===== src/rtl/gpio_remap_pkg.sv =====
package gpio_remap_pkg;

  localparam int GP_REG_W  = 16;
  localparam int GP_RSV_LO = 4;
  localparam int GP_RSV_W  = 2;
  localparam int GP_PORT_W = GP_REG_W + GP_RSV_W;

  typedef enum logic {
    SEL_DIR  = 1'b0,
    SEL_DATA = 1'b1
  } gp_sel_e;

  // Port line that carries register bit r.
  function automatic int gp_line_of(input int r);
    return (r < GP_RSV_LO) ? r : r + GP_RSV_W;
  endfunction

  // Spread a register image onto port-line positions (reserved lines zero).
  function automatic logic [GP_PORT_W-1:0] gp_spread(input logic [GP_REG_W-1:0] v);
    logic [GP_PORT_W-1:0] o;
    o = '0;
    for (int r = 0; r < GP_REG_W; r++) begin
      o[gp_line_of(r)] = v[r];
    end
    return o;
  endfunction

endpackage


===== src/rtl/gpio_remap_regs.sv =====
module gpio_remap_regs
  import gpio_remap_pkg::*;
#(
  parameter int REG_W = GP_REG_W
) (
  input  logic             clk,
  input  logic             rst,
  input  logic             wr_en,
  input  logic             wr_sel,
  input  logic [REG_W-1:0] wr_data,
  output logic [REG_W-1:0] dir_q,
  output logic [REG_W-1:0] dat_q,
  output logic [REG_W-1:0] dir_nxt,
  output logic [REG_W-1:0] dat_nxt
);

  always_comb begin
    dir_nxt = dir_q;
    dat_nxt = dat_q;
    if (wr_en) begin
      if (gp_sel_e'(wr_sel) == SEL_DIR) dir_nxt = wr_data;
      else                              dat_nxt = wr_data;
    end
  end

  always_ff @(posedge clk) begin
    if (rst) begin
      dir_q <= '0;
      dat_q <= '0;
    end else begin
      dir_q <= dir_nxt;
      dat_q <= dat_nxt;
    end
  end

endmodule


===== src/rtl/gpio_remap_sync.sv =====
module gpio_remap_sync #(
  parameter int WIDTH  = 16,
  parameter int STAGES = 2
) (
  input  logic             clk,
  input  logic             rst,
  input  logic [WIDTH-1:0] d,
  output logic [WIDTH-1:0] q
);

  logic [WIDTH-1:0] stg [STAGES];

  for (genvar s = 0; s < STAGES; s++) begin : g_stage
    if (s == 0) begin : g_first
      always_ff @(posedge clk) begin
        if (rst) stg[s] <= '0;
        else     stg[s] <= d;
      end
    end else begin : g_rest
      always_ff @(posedge clk) begin
        if (rst) stg[s] <= '0;
        else     stg[s] <= stg[s-1];
      end
    end
  end

  assign q = stg[STAGES-1];

endmodule


===== src/rtl/gpio_remap_pinmux.sv =====
module gpio_remap_pinmux #(
  parameter int REG_W  = 16,
  parameter int RSV_LO = 4,
  parameter int RSV_W  = 2,
  localparam int PORT_W = REG_W + RSV_W
) (
  input  logic              clk,
  input  logic              rst,
  input  logic              gpio_on,
  input  logic [REG_W-1:0]  dir_nxt,
  input  logic [REG_W-1:0]  dat_nxt,
  input  logic [PORT_W-1:0] dp_out,
  input  logic [PORT_W-1:0] dp_oe,
  input  logic [PORT_W-1:0] pin_in,
  output logic [REG_W-1:0]  gp_in,
  output logic [PORT_W-1:0] pin_out,
  output logic [PORT_W-1:0] pin_oe
);

  logic [PORT_W-1:0] out_d;
  logic [PORT_W-1:0] oe_d;

  for (genvar p = 0; p < PORT_W; p++) begin : g_line
    if (p >= RSV_LO && p < RSV_LO + RSV_W) begin : g_reserved
      assign oe_d[p]  = dp_oe[p];
      assign out_d[p] = dp_out[p];
    end else begin : g_gpio
      localparam int R = (p < RSV_LO) ? p : p - RSV_W;
      assign oe_d[p]  = gpio_on ? dir_nxt[R] : dp_oe[p];
      assign out_d[p] = gpio_on ? (dir_nxt[R] & dat_nxt[R]) : dp_out[p];
      assign gp_in[R] = pin_in[p];
    end
  end

  always_ff @(posedge clk) begin
    if (rst) begin
      pin_oe  <= '0;
      pin_out <= '0;
    end else begin
      pin_oe  <= oe_d;
      pin_out <= out_d;
    end
  end

endmodule


===== src/rtl/gpio_remap_readback.sv =====
module gpio_remap_readback
  import gpio_remap_pkg::*;
#(
  parameter int REG_W = GP_REG_W
) (
  input  logic             clk,
  input  logic             rst,
  input  logic             rd_en,
  input  logic             rd_sel,
  input  logic [REG_W-1:0] dir_q,
  input  logic [REG_W-1:0] dat_q,
  input  logic [REG_W-1:0] gp_sync,
  output logic [REG_W-1:0] rdata
);

  logic [REG_W-1:0] data_view;

  assign data_view = (dat_q & dir_q) | (gp_sync & ~dir_q);

  always_ff @(posedge clk) begin
    if (rst) begin
      rdata <= '0;
    end else if (rd_en) begin
      rdata <= (gp_sel_e'(rd_sel) == SEL_DATA) ? data_view : dir_q;
    end
  end

endmodule


===== src/rtl/gpio_remap_port.sv =====
module gpio_remap_port
  import gpio_remap_pkg::*;
#(
  parameter int REG_W       = GP_REG_W,
  parameter int RSV_LO      = GP_RSV_LO,
  parameter int RSV_W       = GP_RSV_W,
  parameter int SYNC_STAGES = 2,
  localparam int PORT_W     = REG_W + RSV_W
) (
  input  logic              clk,
  input  logic              rst,
  input  logic              mode_qduc,
  input  logic              mode_twowire,
  input  logic              reg_wr,
  input  logic              reg_rd,
  input  logic              reg_addr,
  input  logic [REG_W-1:0]  reg_wdata,
  output logic [REG_W-1:0]  reg_rdata,
  input  logic [PORT_W-1:0] dp_out,
  input  logic [PORT_W-1:0] dp_oe,
  input  logic [PORT_W-1:0] pin_in,
  output logic [PORT_W-1:0] pin_out,
  output logic [PORT_W-1:0] pin_oe
);

  logic             gpio_on;
  logic [REG_W-1:0] dir_q;
  logic [REG_W-1:0] dat_q;
  logic [REG_W-1:0] dir_nxt;
  logic [REG_W-1:0] dat_nxt;
  logic [REG_W-1:0] gp_in;
  logic [REG_W-1:0] gp_sync;

  assign gpio_on = mode_qduc & mode_twowire;

  gpio_remap_regs #(.REG_W(REG_W)) u_regs (
    .clk     (clk),
    .rst     (rst),
    .wr_en   (reg_wr),
    .wr_sel  (reg_addr),
    .wr_data (reg_wdata),
    .dir_q   (dir_q),
    .dat_q   (dat_q),
    .dir_nxt (dir_nxt),
    .dat_nxt (dat_nxt)
  );

  gpio_remap_pinmux #(.REG_W(REG_W), .RSV_LO(RSV_LO), .RSV_W(RSV_W)) u_mux (
    .clk     (clk),
    .rst     (rst),
    .gpio_on (gpio_on),
    .dir_nxt (dir_nxt),
    .dat_nxt (dat_nxt),
    .dp_out  (dp_out),
    .dp_oe   (dp_oe),
    .pin_in  (pin_in),
    .gp_in   (gp_in),
    .pin_out (pin_out),
    .pin_oe  (pin_oe)
  );

  gpio_remap_sync #(.WIDTH(REG_W), .STAGES(SYNC_STAGES)) u_sync (
    .clk (clk),
    .rst (rst),
    .d   (gp_in),
    .q   (gp_sync)
  );

  gpio_remap_readback #(.REG_W(REG_W)) u_rdbk (
    .clk     (clk),
    .rst     (rst),
    .rd_en   (reg_rd),
    .rd_sel  (reg_addr),
    .dir_q   (dir_q),
    .dat_q   (dat_q),
    .gp_sync (gp_sync),
    .rdata   (reg_rdata)
  );

endmodule


===== config.mk =====
export PLATFORM = sky130hd
export DESIGN_NAME = gpio_remap_port
export DESIGN_NICKNAME = d
export VERILOG_FILES = /design/src/rtl/gpio_remap_pkg.sv /design/src/rtl/gpio_remap_regs.sv /design/src/rtl/gpio_remap_sync.sv /design/src/rtl/gpio_remap_pinmux.sv /design/src/rtl/gpio_remap_readback.sv /design/src/rtl/gpio_remap_port.sv
export SDC_FILE = /design/constraint.sdc
export NUM_CORES = 1
export LEC_CHECK = 0
export ABC_AREA = 0
export BUFFER_PORTS_ARGS = -buffer_cell sky130_fd_sc_hd__buf_2
export CAP_MARGIN = 10
export CORE_ASPECT_RATIO = 0.8
export CORE_MARGIN = 4
export CORE_UTILIZATION = 30
export CTS_CLUSTER_SIZE = 20
export DETAILED_ROUTE_END_ITERATION = 6
export GPL_TIMING_DRIVEN = 1
export PLACE_DENSITY = 0.62
export SETUP_SLACK_MARGIN = 0.05
export SYNTH_ARGS = -nofsm -noshare
export SYNTH_HDL_FRONTEND = slang
export SYNTH_SLANG_ARGS = --single-unit

===== constraint.sdc =====
create_clock -name clk -period 1.65 [get_ports clk]
set_input_delay 0.33 -clock clk [delete_from_list [all_inputs] [get_ports clk]]
set_output_delay 0.33 -clock clk [all_outputs]
set_load 0.05 [all_outputs]

==> After elaboration in Yosys (flattened, before gate mapping) <==
Memory sizes are Yosys's and may differ from the RTL's.
Index checks and enable logic that the tools add are counted.
{ "word_totals": {"regBits": 84, "mem_bits_rw": 32, "input_bits": 77, "out_inout_bits": 52, "word_cells": 71, "mem_count": 1} }
{ "classes": {"muxes": 42, "n_bitwise": 23} }
{ "memory_table": {"columns": ["name", "depth", "width", "read_ports", "rd_ports_with_merged_regs", "write_ports", "line_no", "text"], "rows": [
  ["u_sync.stg", 2, 16, 2, 0, 2, "gpio_remap_sync.sv:11", "logic [WIDTH-1:0] stg [STAGES];"]
]} }
{ "ops": {"columns": ["operator", "n"], "rows": [
  ["16-bit two-way mux", 7],
  ["1-bit two-way mux", 35],
  ["16-bit AND", 2],
  ["1-bit AND", 17],
  ["16-bit inverter", 1],
  ["16-bit OR", 1],
  ["1-bit OR", 2]
]} }

==> Longest topological paths before layout <==
Gate-level depths: netlist (run 1).
{ "depth": {"word_depth": 4, "mapped_depth": 6, "ltp_nobuf": 3} }

==> Hierarchy <==
A second synthesis (run 1) with hierarchy kept.
{ "hier_totals": {"hier_cells": 476, "area_unflattened_um2": 4976.0} }
{ "modules_own_cells": {"columns": ["module", "instances", "cells_per_inst", "area_each_um2", "seq_area_each_um2"], "rows": [
  ["gpio_remap_regs", 1, 159, 1825.5, 640.6],
  ["gpio_remap_pinmux", 1, 145, 1401.3, 720.7],
  ["gpio_remap_readback", 1, 104, 879.6, 320.3],
  ["gpio_remap_sync", 1, 67, 863.3, 640.6],
  ["gpio_remap_port", 1, 1, 6.3, 0.0]
]} }

==> Least setup slack after synthesis (run 1) <==
OpenSTA, ideal clock, no wires.
{ "synth_timing": {"path_kind": "input port to flip-flop", "start": "input port reg_addr", "end": "register u_mux.pin_oe[0]", "setup_ns": 0.138, "arrival_ns": 1.193, "t_required_ns": 1.512, "slack_ns": 0.319, "path_stages": 6, "path_buffers": 3, "path_cell_list": "buf_6 nor2b_4 buf_6 buf_12 mux2i_1 a211oi_1"} }
{ "synth_via": {"elab_chain_cells": 3} }
{ "synth_lines": {"columns": ["element", "line_no", "text"], "rows": [
  ["from (decl)", "gpio_remap_port.sv:16", "input logic reg_addr,"],
  ["16-bit two-way mux", "gpio_remap_regs.sv:21", "if (gp_sel_e'(wr_sel) == SEL_DIR) dir_nxt = wr_data;"],
  ["16-bit two-way mux", "gpio_remap_regs.sv:20", "if (wr_en) begin"],
  ["1-bit two-way mux", "gpio_remap_pinmux.sv:29", "assign oe_d[p] = gpio_on ? dir_nxt[R] : dp_oe[p];"],
  ["to (signal assigned)", "gpio_remap_pinmux.sv:37", "pin_oe <= '0;"],
  ["to (signal assigned)", "gpio_remap_pinmux.sv:40", "pin_oe <= oe_d;"],
  ["to (decl)", "gpio_remap_pinmux.sv:17", "output logic [PORT_W-1:0] pin_oe"]
]} }
Every way passes these cells.
A chain may end at the register's enable or synchronous reset.

==> Worst setup path in the final report (run 1) <==
{ "layout_timing": {"start": "register u_rdbk.rdata[6]", "end": "output port reg_rdata[6]"} }
{ "layout_lines": {"columns": ["element", "line_no", "text"], "rows": [
  ["from (decl)", "gpio_remap_readback.sv:13", "output logic [REG_W-1:0] rdata"],
  ["from (signal assigned)", "gpio_remap_readback.sv:24", "rdata <= (gp_sel_e'(rd_sel) == SEL_DATA) ? data_view : dir_q;"],
  ["to (decl)", "gpio_remap_port.sv:18", "output logic [REG_W-1:0] reg_rdata,"]
]} }
No word-level cell between the ends.

==> impl.org, run 1 <==
** Run status
- The run finished with clean final reports.

** Worst setup path
- For this design, the slowest cell found on the critical path is sky130_fd_sc_hd__dfxtp_1.
- The number of cells on the worst reg-to-reg path is 2.
- Critical path peak fanout :: 2
- Critical path cell sequence :: buf_2
- In this run the critical register-to-register path is launched from u_regs.dir_q[9].
- Critical Path Start Type :: flop
- Tracing the worst setup path back leads to its startpoint at u_rdbk.rdata[6].
- Type of the worst setup path :: flop to output port
- CP top delay family :: flip-flops
- In this run the number of cells on the critical path is 1.
- Critical Path RT :: 1.32 ns
- Critical path capture point type :: output port
- In this design, the stage delay of the slowest critical-path cell is 0.36 ns.
- At the worst endpoint, the arrival time is 1.05 ns.
- Buffer and inverter count on the worst path :: 1

** Logic synthesis
- In this run the cell area of the synthesized design comes to 0.00422 mm2.
- Sequential-to-total area share from yosys stat :: 55.0%
- Distinct cell type count after synthesis :: 22
- EDFF count, synth :: 0
- The synthesized design spends more area on one cell type than any other, namely sky130_fd_sc_hd__dfxtp_1.
- Synthesized area per cell :: 10.6 um2
- Dominant cells by area after synthesis :: sky130_fd_sc_hd__dfxtp_1 55%, sky130_fd_sc_hd__mux2i_1 7.6%, sky130_fd_sc_hd__nand3b_1 5.5%
- For this run, asynchronously set or reset flops after synthesis account for 0%.
- In this run, synthesis produced a sequential element count of 116.
- Main synth FF type :: sky130_fd_sc_hd__dfxtp_1
- Count of warnings emitted by yosys :: 0
- Summed over its instances, the top area cell type makes up 55.0% of the synthesized netlist area.
- When the netlist entered floorplanning its net count stood at 475.
- Synthesis produced a netlist whose cell count is 398.

** Clocking
- Counting the buffers created by CTS gives 17.
- TritonCTS built the clock tree.
- After clock tree synthesis, the setup repair step added 0 buffers.
- Counting every sink on the clock net gives 116.
- Library cell used as clock root buffer :: sky130_fd_sc_hd__clkbuf_16
- CTS HTree Levels :: 4
- Clock-pin slew was measured on the worst setup and hold paths at approximately 0.050 ns.
- Largest buffer count on any clock path :: 2
- The number of hold buffers added after CTS was 0.
- Gates resized during post-CTS repair numbered 0.
- The later pin in the worst-skew pair is clocked with a latency of 0.41 ns.

** STA
- Relative slew slack :: between 40 and 50%
- Unrepaired setup endpoints after global routing :: no
- The number of endpoints with negative hold slack in the final report came to 0.
- Final min period :: 1.38 ns
- Timing would allow up to around 0.72 GHz.
- Adding up every negative setup slack in the final design gives 0 ns.
- The clock arrives with 0.00506 ns of skew.
- At the pin with the least slew margin, the transition time is 0.798 ns.
- Setup-violating endpoint count in the final report :: 0
- The worst path uses a little over four fifths of the clock period.
- Final Max Slew Viols :: 0

** Pwr
- In this run the power spent charging and discharging nets is between 0.0015 and 0.002 W.
- Net switching is 22.8% of the power.
- The worst-case IR drop observed on VDD is about 830 uV.
- Internal Pwr Total :: 0.00650 W
- Clock group share of total power :: approximately 55%
- Power per cell area :: ~1500 mW/mm2
- Total design power :: 0.00842 W
- The analysis attributes to cell leakage a power of between 2 and 3 nW.
- Combinational logic is responsible for 9.9% of the overall power.
- Sequential Power Share :: between 30% and 40%

** Layout
- Layout filler cell count :: 1327
- Summing all flip-flop and latch instances after layout gives 0.00232 mm2.
- Leading cell type in the layout, fill and taps excluded :: sky130_fd_sc_hd__buf_2
- Commonest non-fill, non-tap cells in the layout :: 125 x sky130_fd_sc_hd__buf_2, 116 x sky130_fd_sc_hd__dfxtp_1, 48 x sky130_fd_sc_hd__nor2_1
- Share of final-layout standard cells stronger than drive strength 1 :: 33.9%
- Number of nets in the final layout :: 598
- The multi-input combinational cells in the finished layout cover a total of ~0.0017 mm2.
- Area Growth Syn to Fin :: 36.8%

** Detailed routing
- DRC :: 0
- After detailed routing, the number of vias per cell comes to 4.64.
- Before antenna repair, the detailed router went through 4 iterations.
- Dividing the detail-routed wire length by the instance count gives 15.2 um.
- Detailed routing inserted a total of 3317 vias.
- Detailed Route Iter0 Violations :: 121
- Antenna-violating nets left :: 0
- Wires add up to 10.9 mm.

** Place
- Routability-driven placement finished with a final weighted congestion of 0.767.
- Final HPWL from detailed placement :: 7.65 mm
- During placement, the flow inserted port buffers numbering 126.

** Global route
- GR Util All Layers :: ~14%
- GR Overflow Total :: 0
- The first global-routing pass estimated 17.5 mm of wire.
- Entering global routing, the biggest net connects 74 pins.
- The number of global-route vias before repair came to 3520.
- Initial antenna violation count :: 1

** Min path
- Worst hold path depth :: 2
- Worst hold path class :: primary input to flop
- In this run the most critical hold path is launched from pin_in[10].

** Floorplanning
- Total core area :: 0.0136 mm2
- Std-Cell Rows :: 38
- From bottom edge to top edge, the die measures 114 um.
- DIE WIDTH :: roughly 140 um
- In this run the count of I/O pins placed on the die edge is 129.
- Effective utilization at floorplan :: 30.9%
- The floorplan step defined a die boundary enclosing ~0.016 mm2.

** Job
- Max-cap check violation count :: 0
-- final cells by class --
class	instances	share of cell area, %
tap	180	3.90
clock inverter	12	4.73
antenna	1	0.0434
multi-input combinational	249	29.7
sequential	116	40.2
clock buffer	20	8.09
timing repair buffer	137	13.3
-- flip-flops by register name, indices dropped and copies added, names as in the netlist --
register,count
u_regs.dat_q,16
u_regs.dir_q,16
u_mux.pin_oe,18
u_rdbk.rdata,16
u_sync.stg,32
u_mux.pin_out,18
-- logic make-up after synthesis --
logic type             after synthesis  share of synthesized area, %
buffers and inverters               33                          4.30
multiplexers                        32                          7.59
flip-flops                         116                          55.0
AND/OR/NAND/NOR                    152                          20.2
AO/OA/AOI/OAI                       65                          12.9
-- cell usage after synthesis, types with 3 or more instances --
cell and n:
sky130_fd_sc_hd__mux2i_1 32, sky130_fd_sc_hd__nor2b_1 36, sky130_fd_sc_hd__buf_6 3, sky130_fd_sc_hd__nand3b_1 31, sky130_fd_sc_hd__a211oi_1 16, sky130_fd_sc_hd__clkbuf_1 25
sky130_fd_sc_hd__a21oi_1 16, sky130_fd_sc_hd__o41ai_1 6, sky130_fd_sc_hd__nor2_1 48, sky130_fd_sc_hd__o41ai_2 10, sky130_fd_sc_hd__nand2b_1 16, sky130_fd_sc_hd__a21o_1 16
sky130_fd_sc_hd__nand2_1 3, sky130_fd_sc_hd__nand3_1 15, sky130_fd_sc_hd__dfxtp_1 116
-- worst paths after layout --
kind	end	slack, ns
max reg2reg	u_mux.pin_oe[11]	0.70
min	u_sync.stg[0][8]	0.13
min reg2reg	u_sync.stg[1][6]	0.43
max	reg_rdata[6]	0.27
-- power by group through the flow --
stage	Clock [W]	Sequential (W)	Combinational [W]
floorplan	0	0.00329	0.000345
global placement	0	0.00306	0.000827
detailed placement	0	0.00306	0.000839
CTS	0.00465	0.00300	0.000843
global route	0.00480	0.00302	0.000901
finish	0.00459	0.00300	0.000833
-- layer usage --
layer	vias to the layer above	share of wire, %	track usage [%]
met3	9	7.2	5.76
li1	1630	-	-
met2	104	50	23.9
met1	1572	42	15.9
met4	2	0.87	4.45
met5	-	0.064	0
-- through the flow --
| stage | hold WS (ns) | setup slack [ns] | cell area (um2) | cells | util [%] |
|---|---|---|---|---|---|
| after CTS | 0.114 | 0.252 | 5770 | 714 | 42.3 |
| after floorplan | 0.414 | 0.319 | 4220 | 398 | - |
| after global placement | 0.426 | 0.156 | 5030 | 682 | 36.9 |
| after global routing | 0.114 | 0.223 | 5770 | 714 | 42.3 |
| final | 0.125 | 0.269 | 5770 | 715 | 42.3 |
| after detailed placement | 0.422 | 0.133 | 5030 | 682 | 36.9 |
Power figures use the tool's default switching activity.
==> inputs of run 2 (changes only) <==
--- a/config.mk
+++ b/config.mk
@@ -5,7 +5,7 @@
 export SDC_FILE = /design/constraint.sdc
 export NUM_CORES = 1
 export LEC_CHECK = 0
-export ABC_AREA = 0
+export ABC_AREA = 1
 export BUFFER_PORTS_ARGS = -buffer_cell sky130_fd_sc_hd__buf_2
 export CAP_MARGIN = 10
 export CORE_ASPECT_RATIO = 0.8
==> constraint.sdc (replaced) <==
create_clock -name clk -period 1.3 [get_ports clk]
set_input_delay 0.26 -clock clk [delete_from_list [all_inputs] [get_ports clk]]
set_output_delay 0.26 -clock clk [all_outputs]
set_load 0.05 [all_outputs]
==> impl.org, run 2 <==
** Worst setup path
- The kind of cell with the highest combined delay along the critical path is flip-flops.
- Worst stage delay on the critical path :: 0.33 ns
- Critical path capture point type :: output port
- The worst setup path is launched from a flop.
- At the worst endpoint, the arrival time is 0.95 ns.
- Slack of the worst reg-to-reg path :: 0.46 ns
- The slowest stage of the critical path belongs to the cell sky130_fd_sc_hd__dfxtp_1.
- At the worst endpoint, the required time is 1.04 ns.
- FF-to-FF Start :: u_regs.dat_q[9]
- In this run the worst setup path begins at u_rdbk.rdata[7].
- Critical path cell sequence :: buf_4
- Type of the worst setup path :: flop to output port
- Buffer and inverter count on the worst path :: 1
- Critical path peak fanout :: 2

** Layout
- Antenna cell count :: 0
- Multi-input gate area :: 0.00157 mm2
- Counting the fill cells in the layout gives between 1000 and 1500.
- Compared with the post-synthesis result, the final layout area differs by 38.9%.
- The register with the most flip-flops in the layout has 32 of them.
- At the end of the flow, the number of nets in the layout was 752.
- Register with the highest flop count :: u_sync.stg
- Leaving out fill and tap cells, the most frequent cell in the layout is sky130_fd_sc_hd__dfxtp_1.
- In the layout the commonest cells are 113 x sky130_fd_sc_hd__dfxtp_1, 100 x sky130_fd_sc_hd__inv_1, 86 x sky130_fd_sc_hd__nand3_1.
- Largest registers :: u_sync.stg x32, u_mux.pin_oe x18, u_mux.pin_out x18
- Share of final-layout standard cells stronger than drive strength 1 :: between 30% and 40%
- Summing all flip-flop and latch instances after layout gives about 0.0023 mm2.

** Place
- DP Worst Slack :: 0.0694 ns
- The HPWL after detailed placement is 8.45 mm.
- Routability-driven placement finished with a final weighted congestion of 0.750.
- IO Port Bufs :: between 100 and 150

** Logic synthesis
- Counting flops with a built-in enable in the synthesized netlist gives 0.
- Dominant cells by area after synthesis :: sky130_fd_sc_hd__dfxtp_1 52%, sky130_fd_sc_hd__nand3_1 9.6%, sky130_fd_sc_hd__inv_1 8.4%
- Synthesized-area fraction occupied by ao, oa, aoi and oai cells :: 11.1%
- Distinct cell type count after synthesis :: 22
- Count of warnings emitted by yosys :: 0
- XOR/XNOR Fraction of Synth Area :: 0%
- Sequential-to-total area share from yosys stat :: 51.8%
- sky130_fd_sc_hd__dfxtp_1 is the most common cell in the netlist.
- The synthesized netlist devotes around a quarter of its cell area to simple gates.
- After synthesis, the share of flip-flops with an asynchronous set or reset is 0%.
- In the synthesized netlist the dominant register cell turns out to be sky130_fd_sc_hd__dfxtp_1.
- Top cell types by occurrence after synthesis :: 116 x sky130_fd_sc_hd__dfxtp_1, 100 x sky130_fd_sc_hd__inv_1, 86 x sky130_fd_sc_hd__nand3_1, 54 x sky130_fd_sc_hd__nand2_1, 52 x sky130_fd_sc_hd__nor2_1
- Post-synthesis register bit count :: between 100 and 150
- Synthesized area per cell :: 8.19 um2
- Summing the areas of all fa, ha and maj instances in the mapped netlist gives 0% of the synthesized area.
- Mapped Area :: 0.00448 mm2
- The biggest area contributor in the post-synthesis netlist is sky130_fd_sc_hd__dfxtp_1.
- Multiplexer cells account for 0% of the synthesized area.
- Gate Count Post-Synth :: 547
- Total nets after synthesis :: approximately 620
- Combinational family with the most area after synthesis :: simple AND/OR/NAND/NOR gates
- Of the post-synthesis cell area, the dominant cell type holds 51.8%.

** Clocking
- TritonCTS built the clock tree.
- Worst-skew pair later-pin latency :: 0.41 ns
- Register clock-pin slew on the reported worst setup and hold paths :: 0.06 ns
- CTS placed an instance of sky130_fd_sc_hd__clkbuf_16 at the clock tree root.
- Largest buffer count on any clock path :: 2
- Hold buffers post-CTS :: 0
- Post-CTS setup repair buffer count :: 0
- Clock tree synthesis found a total of 116 sinks.
- In this run the number of H-tree levels came out at 4.
- Buffers inserted during clock tree synthesis total 17.

** Job
- Across the run, the number of max-cap violations was 0.

** Detailed routing
- Drt via density :: 4.38
- Detailed Route Iter0 Violations :: 228
- Total Routed Length :: 12.0 mm
- The first TritonRoute pass finished after 5 iterations.
- The routed layout has approximately 3800 vias.
- DRC :: 0
- Antenna-violating nets left :: 0
- Dividing the detail-routed wire length by the instance count gives around 14 um.

** Run status
- The flow ran to the end, and the final reports show no timing, DRC or antenna violations.

** STA
- Final min period :: 1.21 ns
- Headroom to the max-slew limit came out at 80.2%.
- Once routing completed, OpenROAD measured the worst setup slack at 0.0918 ns.
- Final Max Slew Viols :: 0
- Unrepaired setup endpoints after global routing :: yes
- For the pin with the worst max-slew slack, the measured transition is 0.294 ns.
- Setup total negative slack on the finished layout was measured at 0 ns.
- Final clock period utilization by the worst path :: 92.9%
- On the final layout, the worst clock skew is 0.00706 ns.
- Timing would allow up to 0.828 GHz.
- Setup violations remaining at the end of the flow were counted as 0.
- Final Hold Fails :: 0

** Min path
- The min-delay analysis places its worst path in the category primary input to flop.
- The startpoint identified for the worst hold timing path is dp_oe[4].

** Floorplanning
- Total core area :: 0.0144 mm2
- In this run the core area contains 39 standard-cell rows.
- DIE WIDTH :: 145 um
- Vert. Die Dim :: 117 um
- Die Outline Area :: 0.0170 mm2
- Effective utilization at floorplan :: between 30% and 40%
- Number of primary I/O pins :: between 100 and 150

** Global route
- Entering global routing, the biggest net connects 52 pins.
- Global routing consumed, over all layers together, 14.8% of the routing resources.
- Global routing finished with a remaining overflow of 0.
- Global-route wire length before repair :: approximately 20 mm
- The initial antenna violation count was 0.
- The number of global-route vias before repair was 3802.

** Pwr
- Across the VDD grid, the largest voltage drop is between 800 and 900 uV.
- For this design the static power due to leakage is slightly above 3 nW.
- Power spread over the standard cell area amounts to 1660 mW/mm2.
-- run 2: metal layers --
metal / GRT usage, % / part of all wire, % / up-vias
met3: 6.10 / 8.0 / 6
met2: 20.8 / 40 / 133
met1: 21.0 / 51 / 1701
met5: 0 / 0 / -
met4: 3.32 / 0.68 / 0
li1: - / - / 1983
-- run 2: cell families after synthesis --
kind of cell           count (synthesis)
and+or+nand+nor                      215
AOI/OAI and AO/OA                     80
DFF                                  116
buffers and inverters                136
-- run 2: timing repair --
| action | in CTS | in global routing |
|---|---|---|
| cloned | 0 | 0 |
| resized for setup | 28 | 42 |
| endpoints found under the setup margin | 28 | 36 |
-- run 2: worst paths after layout --
| path | cells past startpoint | to |
|---|---|---|
| worst max-delay path | 1 | reg_rdata[7] |
| worst min-delay path | 3 | u_mux.pin_oe[4] |
| worst max register to register | 2 | u_rdbk.rdata[9] |
| worst min register to register | 2 | u_sync.stg[1][7] |
-- run 2: cell type report --
type	instances	area share [%]
repair buffers	142	17.1
well taps	184	3.70
flip-flops and latches	116	37.4
clock buffers	19	7.12
multi-input cells	295	25.1
inverters	103	6.29
clock inverters	13	3.30
-- run 2: report_power, final --
| part | switching, W | internal (W) |
|---|---|---|
| logic | 0.000904 | 0.000480 |
| clock network | 0.00166 | 0.00344 |
| registers | 0.0000828 | 0.00378 |
| total | 0.00264 | 0.00770 |
-- run 2: through the flow --
stage / hold slack, ns / total power, W / instance area [um2] / std cells / utilization, %
5_1_grt: 0.0421 / 0.0108 / 6220 / 872 / 43.1
3_5_place_dp: 0.395 / 0.00524 / 5400 / 840 / 37.4
3_3_place_gp: 0.392 / 0.00524 / 5400 / 840 / 37.4
2_1_floorplan: 0.367 / 0.00483 / 4480 / 547 / -
6_report: 0.0464 / 0.0103 / 6220 / 872 / 43.1
4_1_cts: 0.0305 / 0.0104 / 6120 / 872 / 42.3
==> inputs of run 3 (changes only) <==
--- a/config.mk
+++ b/config.mk
@@ -15,7 +15,9 @@
 export DETAILED_ROUTE_END_ITERATION = 6
 export GPL_TIMING_DRIVEN = 1
 export PLACE_DENSITY = 0.62
+export REMOVE_ABC_BUFFERS = 1
 export SETUP_SLACK_MARGIN = 0.05
+export SLEW_MARGIN = 40
 export SYNTH_ARGS = -nofsm -noshare
 export SYNTH_HDL_FRONTEND = slang
 export SYNTH_SLANG_ARGS = --single-unit
==> impl.org, run 3 (synthesis results as in run 2) <==
** Clocking
- Post-CTS setup repair buffer count :: 0
- CTS saw 116 sinks.
- Library cell used as clock root buffer :: sky130_fd_sc_hd__clkbuf_16
- Hold buffers post-CTS :: 0
- TritonCTS clock tree :: done
- The later pin in the worst-skew pair is clocked with a latency of 0.40 ns.
- The H-tree was split into 4 levels.
- No sink is reached through more buffers than the 2 on the longest clock path.
- CTS Buf Count :: 17
- Clock-pin slew was measured on the worst setup and hold paths at 0.05 ns.

** Pwr
- In this run, the combinational gates consume 14.1% of the power.
- Clock group share of total power :: 46.2%
- VDD sags by at most 900 uV.
- The analysis attributes to net switching a power of around 0.0025 W.
- Per report_power, the sequential group accounts for 39.8% of the total.
- In this run the static leakage power is 2.99 nW.
- For this design the ratio of total power to cell area is about 1600 mW/mm2.
- Of the total power, the share spent switching nets is 25.5%.
- Cell internal power was estimated by the tool at 0.00722 W.

** Layout
- In the layout the commonest cells are 116 x sky130_fd_sc_hd__dfxtp_1, 100 x sky130_fd_sc_hd__inv_1, 86 x sky130_fd_sc_hd__nand3_1.
- Area Growth Syn to Fin :: 36.3%
- Share of final-layout standard cells stronger than drive strength 1 :: 31.7%
- The register with the most flip-flops in the layout has 32 of them.
- Registers take 0.00232 mm2.
- Ranked by flip-flop count, first place goes to u_sync.stg.
- Largest registers :: u_sync.stg x32, u_mux.pin_oe x18, u_mux.pin_out x18
- Layout filler cell count :: about 1400
- Number of non-filler instances in the completed layout :: between 800 and 900
- Leading cell type in the layout, fill and taps excluded :: sky130_fd_sc_hd__dfxtp_1
- Number of nets in the final layout :: 757
- Multi-input gate area :: 0.00157 mm2

** Worst setup path
- Walking the worst path, the cells encountered are buf_2.
- Critical Path RT :: 1.04 ns
- Critical path capture point type :: output port
- On the critical path the largest part of the delay comes from flip-flops.
- In this run the critical register-to-register path is launched from u_regs.dir_q[1].
- Buffer and inverter count on the worst path :: 1
- Worst stage delay on the critical path :: approximately 0.30 ns
- Measured in cells, the most critical reg-to-reg path has a length of 4.
- The worst register-to-register path ends at u_mux.pin_oe[1].
- On the critical path, the stage with the largest delay is an instance of sky130_fd_sc_hd__dfxtp_1.
- Data arrival time of the critical path :: 0.95 ns
- Critical path peak fanout :: 1
- Setup slack on the worst reg-to-reg path comes out at roughly 0.52 ns.
- STA classifies the critical path startpoint as a flop.
- Type of the worst setup path :: flop to output port

** STA
- In this run the tightest slew margin relative to its limit is 73.1%.
- Timing would allow up to 0.823 GHz.
- Setup repair after global routing could not meet its margin everywhere.
- The number of endpoints with negative hold slack in the final report came to 0.
- Least-Margin Pin Slew :: 0.404 ns
- Worst path setup slack after routing :: ~0.085 ns
- Final min period :: 1.21 ns
- Setup TNS :: 0 ns
- For the final database, setup skew stands at 0.00655 ns.
- Setup violations remaining at the end of the flow were counted as 0.
- Final Max Slew Viols :: 0
- The worst path uses 93.5% of the clock period.

** Global route
- Entering global routing, the biggest net connects 33 pins.
- Global routing used 18.8% of the available met1 tracks.
- GR Util All Layers :: 14.3%
- The number of global-route vias before repair came to 3757.
- Global-route wire length before repair :: around 19 mm
- Met3 routing resource usage after global routing :: 5.17%
- Summed over all layers, the global routing overflow is 0.
- Global Route met2 Usage :: ~22%
- Most Crowded Layer GR :: met2
- The initial antenna violation count is 1.

** Detailed routing
- For this run, design rule violations remaining after detail routing come to 0.
- After detailed routing, the total wire length is 11.8 mm.
- Number of vias after detailed routing :: 3862
- Dividing the detail-routed wire length by the instance count gives 13.5 um.
- After the first detailed-routing iteration, the DRC count stood at 154.
- DRT Pass-1 Iters :: 4
- The count of nets left with antenna violations once routing finished came out at 0.
- Drt via density :: between 4 and 5

** Place
- Routability Congestion :: 0.745
- During placement, the flow inserted port buffers numbering 126.
- In this run, placement finished with an instance count of 845.
- Final HPWL from detailed placement :: roughly 8.1 mm
- Prior to clock tree synthesis, the placed netlist has a worst setup slack of approximately 0.0075 ns.

** Floorplanning
- The total area inside the core boundary comes to roughly 0.014 mm2.
- Measured along the y axis, the die boundary spans 117 um.
- The floorplan has 39 rows.
- Number of primary I/O pins :: 129
- The floorplan step defined a die boundary enclosing 0.0170 mm2.
- DIE WIDTH :: about 140 um
- Effective utilization at floorplan :: 31.0%

** Min path
- Launch instance of the worst min-delay path :: pin_in[10]
- The worst hold path terminates at u_sync.stg[0][8].
- The worst hold path belongs to the class primary input to flop.
- Worst hold path depth :: 3

** Job
- Max-cap check violation count :: 0

** Run status
- The flow ran to the end, and the final reports show no timing, DRC or antenna violations.
[run 3: area by class of cell]
cell class,instances,area share [%]
repair buffers,147,16.9
inverters,103,6.41
clock buffers,24,8.05
well taps,184,3.77
clock inverters,5,1.23
flip-flops and latches,116,38.0
multi-input cells,295,25.6
diodes,1,0.0410
[run 3: metrics by stage]
step | utilization [%] | total power [W] | hold WS, ns | area [um2]
floorplan | - | 0.00471 | 0.322 | 4280
global placement | 37.4 | 0.00523 | 0.390 | 5400
CTS | 41.7 | 0.00980 | 0.0338 | 6020
global route | 42.3 | 0.0101 | 0.0452 | 6110
finish | 42.3 | 0.00970 | 0.0568 | 6110
detailed placement | 37.4 | 0.00524 | 0.394 | 5400
[run 3: layer usage]
layer	vias up	wire [um]
li1	1988	-
met1	1737	5510
met2	124	5300
met3	11	936
met4	2	75
met5	-	7
[run 3: power by group through the flow]
stage / Clock (W) / Sequential [W] / Combinational (W)
after floorplan: 0 / 0.00428 / 0.000438
after global placement: 0 / 0.00392 / 0.00131
after detailed placement: 0 / 0.00392 / 0.00132
after CTS: 0.00460 / 0.00385 / 0.00135
after global routing: 0.00477 / 0.00388 / 0.00149
final: 0.00448 / 0.00386 / 0.00136
[run 3: worst max path at each step]
stage,from,to,depth (start not counted)
global route,u_mux.pin_out[13],pin_out[13],1
detailed placement,reg_wr,u_mux.pin_out[6],6
finish,u_mux.pin_oe[11],pin_oe[11],1
floorplan,mode_qduc,u_mux.pin_out[6],4
global placement,reg_wr,u_mux.pin_oe[12],6
CTS,u_mux.pin_out[13],pin_out[13],1
[run 3: timing repair]
action / 4_1_cts / 5_1_grt
pin swaps: 0 / 0
endpoints found under the hold margin: 0 / 0
setup endpoints to repair: 24 / 30
gates resized for setup: 24 / 30
